$ cat src/rtl/pvt_pkg.sv
package pvt_pkg;

    typedef enum logic [1:0] {
        ST_IDLE = 2'd0,
        ST_WAIT = 2'd1,
        ST_ACK  = 2'd2
    } pvt_state_e;

    localparam int unsigned ERR_OK    = 0;
    localparam int unsigned ERR_RANGE = 1;

endpackage

$ cat src/rtl/pvt_ctrl.sv
module pvt_ctrl
    import pvt_pkg::*;
#(
    parameter int unsigned WAIT_CYC = 2
) (
    input  logic clk,
    input  logic rst_n,
    input  logic val_i,
    output logic ack_o,
    output logic launch_o
);

    localparam int unsigned CNT_W = (WAIT_CYC > 1) ? $clog2(WAIT_CYC) : 1;

    typedef struct packed {
        pvt_state_e       st;
        logic [CNT_W-1:0] cnt;
    } ctrl_s;

    ctrl_s cur_q, nxt_d;

    always_comb begin
        nxt_d    = cur_q;
        launch_o = 1'b0;
        case (cur_q.st)
            ST_IDLE: begin
                if (val_i) begin
                    if (WAIT_CYC == 0) begin
                        nxt_d.st = ST_ACK;
                        launch_o = 1'b1;
                    end else begin
                        nxt_d.st  = ST_WAIT;
                        nxt_d.cnt = '0;
                    end
                end
            end
            ST_WAIT: begin
                if (!val_i) begin
                    nxt_d.st = ST_IDLE;
                end else if (cur_q.cnt == CNT_W'(WAIT_CYC - 1)) begin
                    nxt_d.st = ST_ACK;
                    launch_o = 1'b1;
                end else begin
                    nxt_d.cnt = cur_q.cnt + 1'b1;
                end
            end
            default: begin
                nxt_d.st = ST_IDLE;
            end
        endcase
    end

    always_ff @(posedge clk or negedge rst_n) begin
        if (!rst_n) begin
            cur_q <= '{st: ST_IDLE, cnt: '0};
        end else begin
            cur_q <= nxt_d;
        end
    end

    assign ack_o = (cur_q.st == ST_ACK);

    // acknowledge only follows a sampled request
    a_r2_ack_needs_val: assert property (@(posedge clk) disable iff (!rst_n)
        $rose(ack_o) |-> $past(val_i));

    // acknowledge lasts one cycle
    a_r4_ack_single: assert property (@(posedge clk) disable iff (!rst_n)
        ack_o |=> !ack_o);

endmodule

$ cat src/rtl/pvt_regfile.sv
module pvt_regfile #(
    parameter int unsigned NUM_REGS  = 8,
    parameter int unsigned NUM_BYTES = 4,
    parameter int unsigned IDX_W     = (NUM_REGS > 1) ? $clog2(NUM_REGS) : 1
) (
    input  logic                   clk,
    input  logic                   rst_n,
    input  logic                   we_i,
    input  logic [IDX_W-1:0]       idx_i,
    input  logic [NUM_BYTES-1:0]   be_i,
    input  logic [8*NUM_BYTES-1:0] wdata_i,
    output logic [8*NUM_BYTES-1:0] rdata_o
);

    localparam int unsigned DW = 8 * NUM_BYTES;

    typedef logic [NUM_REGS-1:0][DW-1:0] bank_t;

    bank_t bank_q, bank_d;

    always_comb begin
        bank_d = bank_q;
        if (we_i) begin
            for (int b = 0; b < NUM_BYTES; b++) begin
                if (be_i[b]) begin
                    bank_d[idx_i][8*b +: 8] = wdata_i[8*b +: 8];
                end
            end
        end
    end

    always_ff @(posedge clk or negedge rst_n) begin
        if (!rst_n) begin
            bank_q <= '0;
        end else begin
            bank_q <= bank_d;
        end
    end

    assign rdata_o = bank_q[idx_i];

    // no write strobe, no change anywhere in the array
    a_r8_bank_hold: assert property (@(posedge clk) disable iff (!rst_n)
        !$past(we_i) |-> $stable(bank_q));

endmodule

$ cat src/rtl/pvt_target.sv
module pvt_target
    import pvt_pkg::*;
#(
    parameter int unsigned ADDR_W    = 8,
    parameter int unsigned NUM_REGS  = 8,
    parameter int unsigned NUM_BYTES = 4,
    parameter int unsigned ERR_W     = 2,
    parameter int unsigned WAIT_CYC  = 2
) (
    input  logic                   clk,
    input  logic                   rst_n,
    input  logic                   req_val,
    input  logic [ADDR_W-1:0]      req_addr,
    input  logic [NUM_BYTES-1:0]   req_be,
    input  logic                   req_rd,
    input  logic [8*NUM_BYTES-1:0] req_wdata,
    output logic                   rsp_ack,
    output logic [8*NUM_BYTES-1:0] rsp_rdata,
    output logic [ERR_W-1:0]       rsp_err
);

    localparam int unsigned DW    = 8 * NUM_BYTES;
    localparam int unsigned IDX_W = (NUM_REGS > 1) ? $clog2(NUM_REGS) : 1;

    typedef struct packed {
        logic [DW-1:0]    rdata;
        logic [ERR_W-1:0] err;
    } rsp_s;

    rsp_s rsp_q, rsp_d;

    logic          launch;
    logic          in_range;
    logic          wr_en;
    logic [DW-1:0] reg_word;
    logic [DW-1:0] masked_word;

    assign in_range = ({1'b0, req_addr} < (ADDR_W + 1)'(NUM_REGS));
    assign wr_en    = launch && !req_rd && in_range;

    pvt_ctrl #(.WAIT_CYC(WAIT_CYC)) u_ctrl (
        .clk      (clk),
        .rst_n    (rst_n),
        .val_i    (req_val),
        .ack_o    (rsp_ack),
        .launch_o (launch)
    );

    pvt_regfile #(
        .NUM_REGS  (NUM_REGS),
        .NUM_BYTES (NUM_BYTES),
        .IDX_W     (IDX_W)
    ) u_regs (
        .clk     (clk),
        .rst_n   (rst_n),
        .we_i    (wr_en),
        .idx_i   (req_addr[IDX_W-1:0]),
        .be_i    (req_be),
        .wdata_i (req_wdata),
        .rdata_o (reg_word)
    );

    for (genvar b = 0; b < NUM_BYTES; b++) begin : g_lane
        assign masked_word[8*b +: 8] =
            (req_rd && in_range && req_be[b]) ? reg_word[8*b +: 8] : 8'h00;
    end

    always_comb begin
        rsp_d = rsp_q;
        if (launch) begin
            rsp_d.rdata = masked_word;
            rsp_d.err   = in_range ? ERR_W'(ERR_OK) : ERR_W'(ERR_RANGE);
        end
    end

    always_ff @(posedge clk or negedge rst_n) begin
        if (!rst_n) begin
            rsp_q <= '0;
        end else begin
            rsp_q <= rsp_d;
        end
    end

    assign rsp_rdata = rsp_q.rdata;
    assign rsp_err   = rsp_q.err;

    // an error response carries no data
    a_r8_err_no_data: assert property (@(posedge clk) disable iff (!rst_n)
        (rsp_ack && rsp_err != '0) |-> rsp_rdata == '0);

    // a write answer carries no data
    a_r7_write_zero: assert property (@(posedge clk) disable iff (!rst_n)
        ($rose(rsp_ack) && !$past(req_rd)) |-> rsp_rdata == '0);

endmodule

$ cat config.mk
export PLATFORM = sky130hd
export DESIGN_NAME = pvt_target
export DESIGN_NICKNAME = d
export VERILOG_FILES = /design/src/rtl/pvt_pkg.sv /design/src/rtl/pvt_ctrl.sv /design/src/rtl/pvt_regfile.sv /design/src/rtl/pvt_target.sv
export SDC_FILE = /design/constraint.sdc
export NUM_CORES = 1
export LEC_CHECK = 0
export ABC_AREA = 1
export CAP_MARGIN = 20
export CORE_MARGIN = 8
export CORE_UTILIZATION = 35
export DETAILED_ROUTE_END_ITERATION = 8
export GPL_ROUTABILITY_DRIVEN = 0
export MAX_ROUTING_LAYER = met4
export PLACE_DENSITY_LB_ADDON = 0.1
export SKIP_CTS_REPAIR_TIMING = 1
export SYNTH_ARGS = -nofsm -noshare
export SYNTH_HDL_FRONTEND = slang
export SYNTH_SLANG_ARGS = --single-unit
$ cat constraint.sdc
create_clock -name clk -period 4.6 [get_ports clk]
set_clock_uncertainty 0.05 [all_clocks]
set_input_delay 1.15 -clock clk [delete_from_list [all_inputs] [get_ports clk]]
set_output_delay 1.15 -clock clk [all_outputs]
set_load 0.01 [all_outputs]
## Word level (Yosys, flattened, before mapping)

Cells that the tools add are included.
Widths: inputs -> output; s select.

- Bits in registers: 293
- Input bits: 48

- Reductions and logical operators: 13
- Order comparisons: 3
- Multiplexer cells: 36
- $add $sub $neg: 1
- Equality and inequality tests: 5

Operators with widths:

| operator | number |
|---|---|
| $mux 256 | 7 |
| $bwmux 256 | 4 |
| $demux 32 s3 | 4 |
| $bmux 32 s3 | 1 |
| $mux 32 | 2 |
| $mux 8 | 5 |
| $mux 24 | 1 |
| $mux 16 | 1 |
| $logic_and 1x1->1 | 8 |
| $lt 8x4->1 const B | 1 |
| $mux 1 | 6 |
| $lt 3x4->1 const B | 1 |
| $mux 2 | 2 |
| $ne 2x2->1 const B | 2 |
| $pmux 2 s2 | 1 |
| $ge 3x1->1 const B | 1 |
| $mux 3 | 1 |
| $ne 3x2->1 const B | 1 |
| $reduce_and 3->1 | 1 |
| $eq 2x1->1 const B | 1 |
| $eq 2x2->1 const B | 1 |
| $logic_not 2->1 | 1 |
| $pmux 1 s2 | 1 |
| $reduce_and 2->1 | 1 |
| 3 further kinds | 3 |

## Depth between registers and ports, before layout

- Depth after elaboration: 15
- Depth in mapped cells: 11
- Gate-level depth less buffers: 9

## Modules after synthesis

From an unflattened synthesis, not the netlist that was laid out.

- Cell total of the unflattened synthesis: 1,944
- Area, all modules: 14,328.7 um^2

Modules (own cells, without submodules):

| module | instances | area each (um^2) | sequential area each (um^2) | cells an instance |
|---|---|---|---|---|
| pvt_regfile | 1 | 12,349.3 | 6,406.1 | 1,706 |
| pvt_target | 1 | 1,856.8 | 825.8 | 224 |
| pvt_ctrl | 1 | 122.6 | 75.1 | 14 |

## Worst setup path after synthesis

OpenSTA, ideal clock, no wires.

- Path kind: input-to-reg
- Start: input req_addr[0]
- End: register rsp_q, in the netlist rsp_rdata[16]
- Setup time: 0.117 ns
- Cell stages on the path: 9
- Arrival time: 2.158 ns
- Required time: 4.433 ns
- Setup slack: 2.275 ns
- Path through: buf_2 -> buf_4 -> buf_2 -> buf_2 -> nand3_1 -> nand3_1 -> nor2_1 -> nand3_1 -> nand2_1

- Word-level cells in the longest chain between the ends: 4

RTL lines:

| item | line | source |
|---|---|---|
| start, declared | pvt_target.sv:13 | `input logic [ADDR_W-1:0] req_addr,` |
| $lt 8x4->1 | pvt_target.sv:38 | `assign in_range = ({1'b0, req_addr} < (ADDR_W + 1)'(NUM_REGS));` |
| $logic_and 1x1->1 (2 in a row) | pvt_target.sv:65 | `(req_rd && in_range && req_be[b]) ? reg_word[8*b +: 8] : 8'h00;` |
| $mux 8 (*) | pvt_target.sv:65 |  |
| end signal, assigned | pvt_target.sv:80 | `rsp_q <= rsp_d;` |
| end, declared | pvt_target.sv:30 | `rsp_s rsp_q, rsp_d;` |

Every way passes the cells marked *; elsewhere a longest branch is shown, timed or not. The select of a mux whose other input is x is not followed.
A chain may end at the register's enable or synchronous reset.

## Worst setup path in the final report

- Start: input req_addr[2]
- End: register u_regs.bank_q[144] (netlist name)

- Word-level cells in the longest chain between the ends: 12

RTL lines:

| item | line | source |
|---|---|---|
| $demux 32 s3 | n/a |  |
| $bwmux 256 | pvt_regfile.sv:26 | `bank_d[idx_i][8*b +: 8] = wdata_i[8*b +: 8];` |
| $mux 256 | pvt_regfile.sv:25 | `if (be_i[b]) begin` |
| $mux 256 | pvt_regfile.sv:23 | `if (we_i) begin` |
| $bwmux 256 | pvt_regfile.sv:26 |  |
| $mux 256 | pvt_regfile.sv:25 |  |
| $mux 256 | pvt_regfile.sv:23 |  |
| $bwmux 256 | pvt_regfile.sv:26 |  |
| $mux 256 | pvt_regfile.sv:25 |  |
| $mux 256 | pvt_regfile.sv:23 |  |
| $bwmux 256 | pvt_regfile.sv:26 |  |
| $mux 256 | pvt_regfile.sv:25 |  |
| end signal, assigned | pvt_regfile.sv:36 | `bank_q <= bank_d;` |
| end, declared | pvt_regfile.sv:19 | `bank_t bank_q, bank_d;` |

Several ways; a longest one is shown, not always the timed one. The select of a mux whose other input is x is not followed.

==> results.md <==
* Share of the yosys chip area belonging to registers at 48.6%
* Top-count cell post-synth: nand2_1
* Remaining antenna violation count at 0
* Final core occ at 40.8%
* Tot Pwr at 6.04 mW
* RSZ-0062 raised after global routing: no
* Iter 0 DRT Violations at 1244
* Status: complete, no violations
* Rel. slew slack at 45.0%
* Internal at 4.51 mW
* CORE AREA at 42700 sq um
* First-pass GRT wire length at 82100 um
* Post-Synth Simple-Gate Area at 40.1%
* Crit path max fanout at 13
* Sink Count at 292
* CP Launch Type: input port
* Initial core utilization at 35.2%
* Worst setup EP type: register
* Gate Count Post-Synth at 1972
* CTS tree: yes
* Max Freq at 314 MHz
* Ys flop type: dfrtp_1
* DRC at 0
* Vias post-DR at 13500
* Class of the worst hold path: reg2reg
* Grt met2 use at 32.4%
* GRT met3 Usage at 2.84%
* Cell Area, Synth at 15000 sq um
* Synth Area in Adders at 0%
* Lkg Pwr at 8.91 nW
* Final instance area at 17400 sq um
* Synth area leaders: dfrtp_1, nand2_1, nand4_1
* Final-report max-slew violation count at 0
* Max IR drop VDD at 0.191 mV
* Clock transition at path regs at 60 ps
* Cell Area, Placed at 16200 sq um
* Most used routing layer: met2
* Synth Warn # at 0
* I/O pin total at 83
* Ys async rst share at 100%
* Die W at 223 um
* Global route overflow at 0
* Yosys reg bits at 292
* Clock Latency Late Sink at 550 ps
* Share of the synthesized area in the top cell type at 48.6%
* NetSw at 1.53 mW
* Min Tclk post-route at 3190 ps
* Multiplexer area fraction after synthesis at 0%
* Combinational family with the most area after synthesis: simple AND/OR/NAND/NOR gates
* PD cells at 347 nW/um^2
* Synth Area in Compound Gates at 2.03%
* Sw Share at 25.3%
* Drt first pass iters at 5
* Largest net degree at the start of global routing at 122
* Clock tree buffer depth at 3
* Num rows at 76
* Synth Area in XOR/XNOR at 0%
* Layout cell share with drive strength beyond 1 at 7.89%
* GRT met1 Usage at 30.0%
* WL final at 52100 um
* Clock network fraction of total power at 49.0%
* Leading area contributor after synthesis: dfrtp_1
* Total Neg Setup Slack at 0 ps
* ANT cells at 0
* CTS buffer count at 37
* Vias in the first global route at 13300
* Hold Vio Cnt, Final at 0
* Final setup viols at 0
* Sequential power share at 43.0%
* Max Cap Viol at 0
* Mapped Nets at 2020
* H-tree depth at 2
* Comb power frac at 8.0%
* Overall Global Routing Usage at 21.5%
* NumNets Final at 2023
* Synth unique cells at 25
* Crit path kind: in2reg
* Initial antenna violation count at 2
* Die area at 49800 sq um
* # port buffers at 81
* Synth cell count leaders: nand2_1, dfrtp_1, nand4_1
* EDFF count, synth at 0
* Mean Syn Cell Area at 7.62 sq um
* Root buffer cell: clkbuf_16
* Vias per inst at 5.31
* Die height at 223 um
* Area added between synthesis and finish at 15.8%
* DP Wirelength at 32200 um
* WP data required at 4990 ps
* Crit share post-route at 69.3%
* Worst EP arrival at 3570 ps
* Worst slew pin tran at 824 ps
* Routed WL per cell at 20.5 um
-- final cells by class --
cell class                 instances  area, sq um
multi-input combinational       1362         6330
timing repair buffer             130         1270
clock buffer                      57         1130
sequential                       292         7310
clock inverter                     9         98.8
tap                              546          683
inverter                         152          572
fill                            4404        25300
-- sequential cells by signal, summed over array words and instances, names as in the netlist --
signal         cells
rsp_err            1
u_ctrl.cur_q       3
u_regs.bank_q    256
rsp_rdata         32
-- routing by layer --
layer	wire (um)	vias to the layer above	share of wire, %
met2	23400	387	45
met3	2710	72	5.2
li1	-	6481	-
met4	1140	0	2.2
met5	0	-	0
met1	24800	6598	48
-- cell families after synthesis --
logic type | count (synthesis)
other | 1
AO/OA/AOI/OAI | 61
buffers and inverters | 318
AND/OR/NAND/NOR | 1300
flip-flops | 292
-- power groups by stage --
| stage | sequential (mW) | combinational [mW] | clock (mW) |
|---|---|---|---|
| finish | 2.59 | 0.484 | 2.96 |
| global route | 2.59 | 0.528 | 3.14 |
| CTS | 2.59 | 0.487 | 3.04 |
| detailed placement | 2.64 | 0.486 | 0 |
| global placement | 2.64 | 0.487 | 0 |
| floorplan | 2.64 | 0.243 | 0 |
-- critical path: stages --
cell	delay, ps
clkdlybuf4s50_1	800
buf_4	320
nand3_1	120
inv_1	380
buf_4	270
nand3_1	290
nand2_1	160
nand2_1	60
-- through the flow --
step                setup slack, ps  instances  hold WS (ps)
floorplan                      2270       1972           383
global placement                949       2482           394
detailed placement              869       2482           399
CTS                            1450       2548           414
global route                   1230       2548           430
finish                         1410       2548           412
-- cells in the final DEF, fill, tap and decap left out, drive strengths merged --
cell and count:
a21oi 1, buf 55, bufinv 2, clkbuf 57, clkdlybuf4s50 75, clkinv 7
conb 1, dfrtp 292, inv 152, nand2 743, nand3 143, nand3b 18
nand4 274, nor2 109, nor3 9, o21ai 60, or2 4
-- worst paths after layout --
kind / from / end / slack, ps / cells past startpoint
worst max-delay path: req_addr[2] / u_regs.bank_q[144] / 1410 / 8
worst min-delay path: u_regs.bank_q[11] / u_regs.bank_q[11] / 410 / 2
worst max register to register: u_ctrl.cur_q[1] / u_regs.bank_q[209] / 2340 / 8
worst min register to register: u_regs.bank_q[11] / u_regs.bank_q[11] / 410 / 2
max in group asynchronous: rst_n / u_regs.bank_q[63] / 2940 / 2
min in group asynchronous: rst_n / u_regs.bank_q[97] / 590 / 1
(Power assumes the default switching activity.)
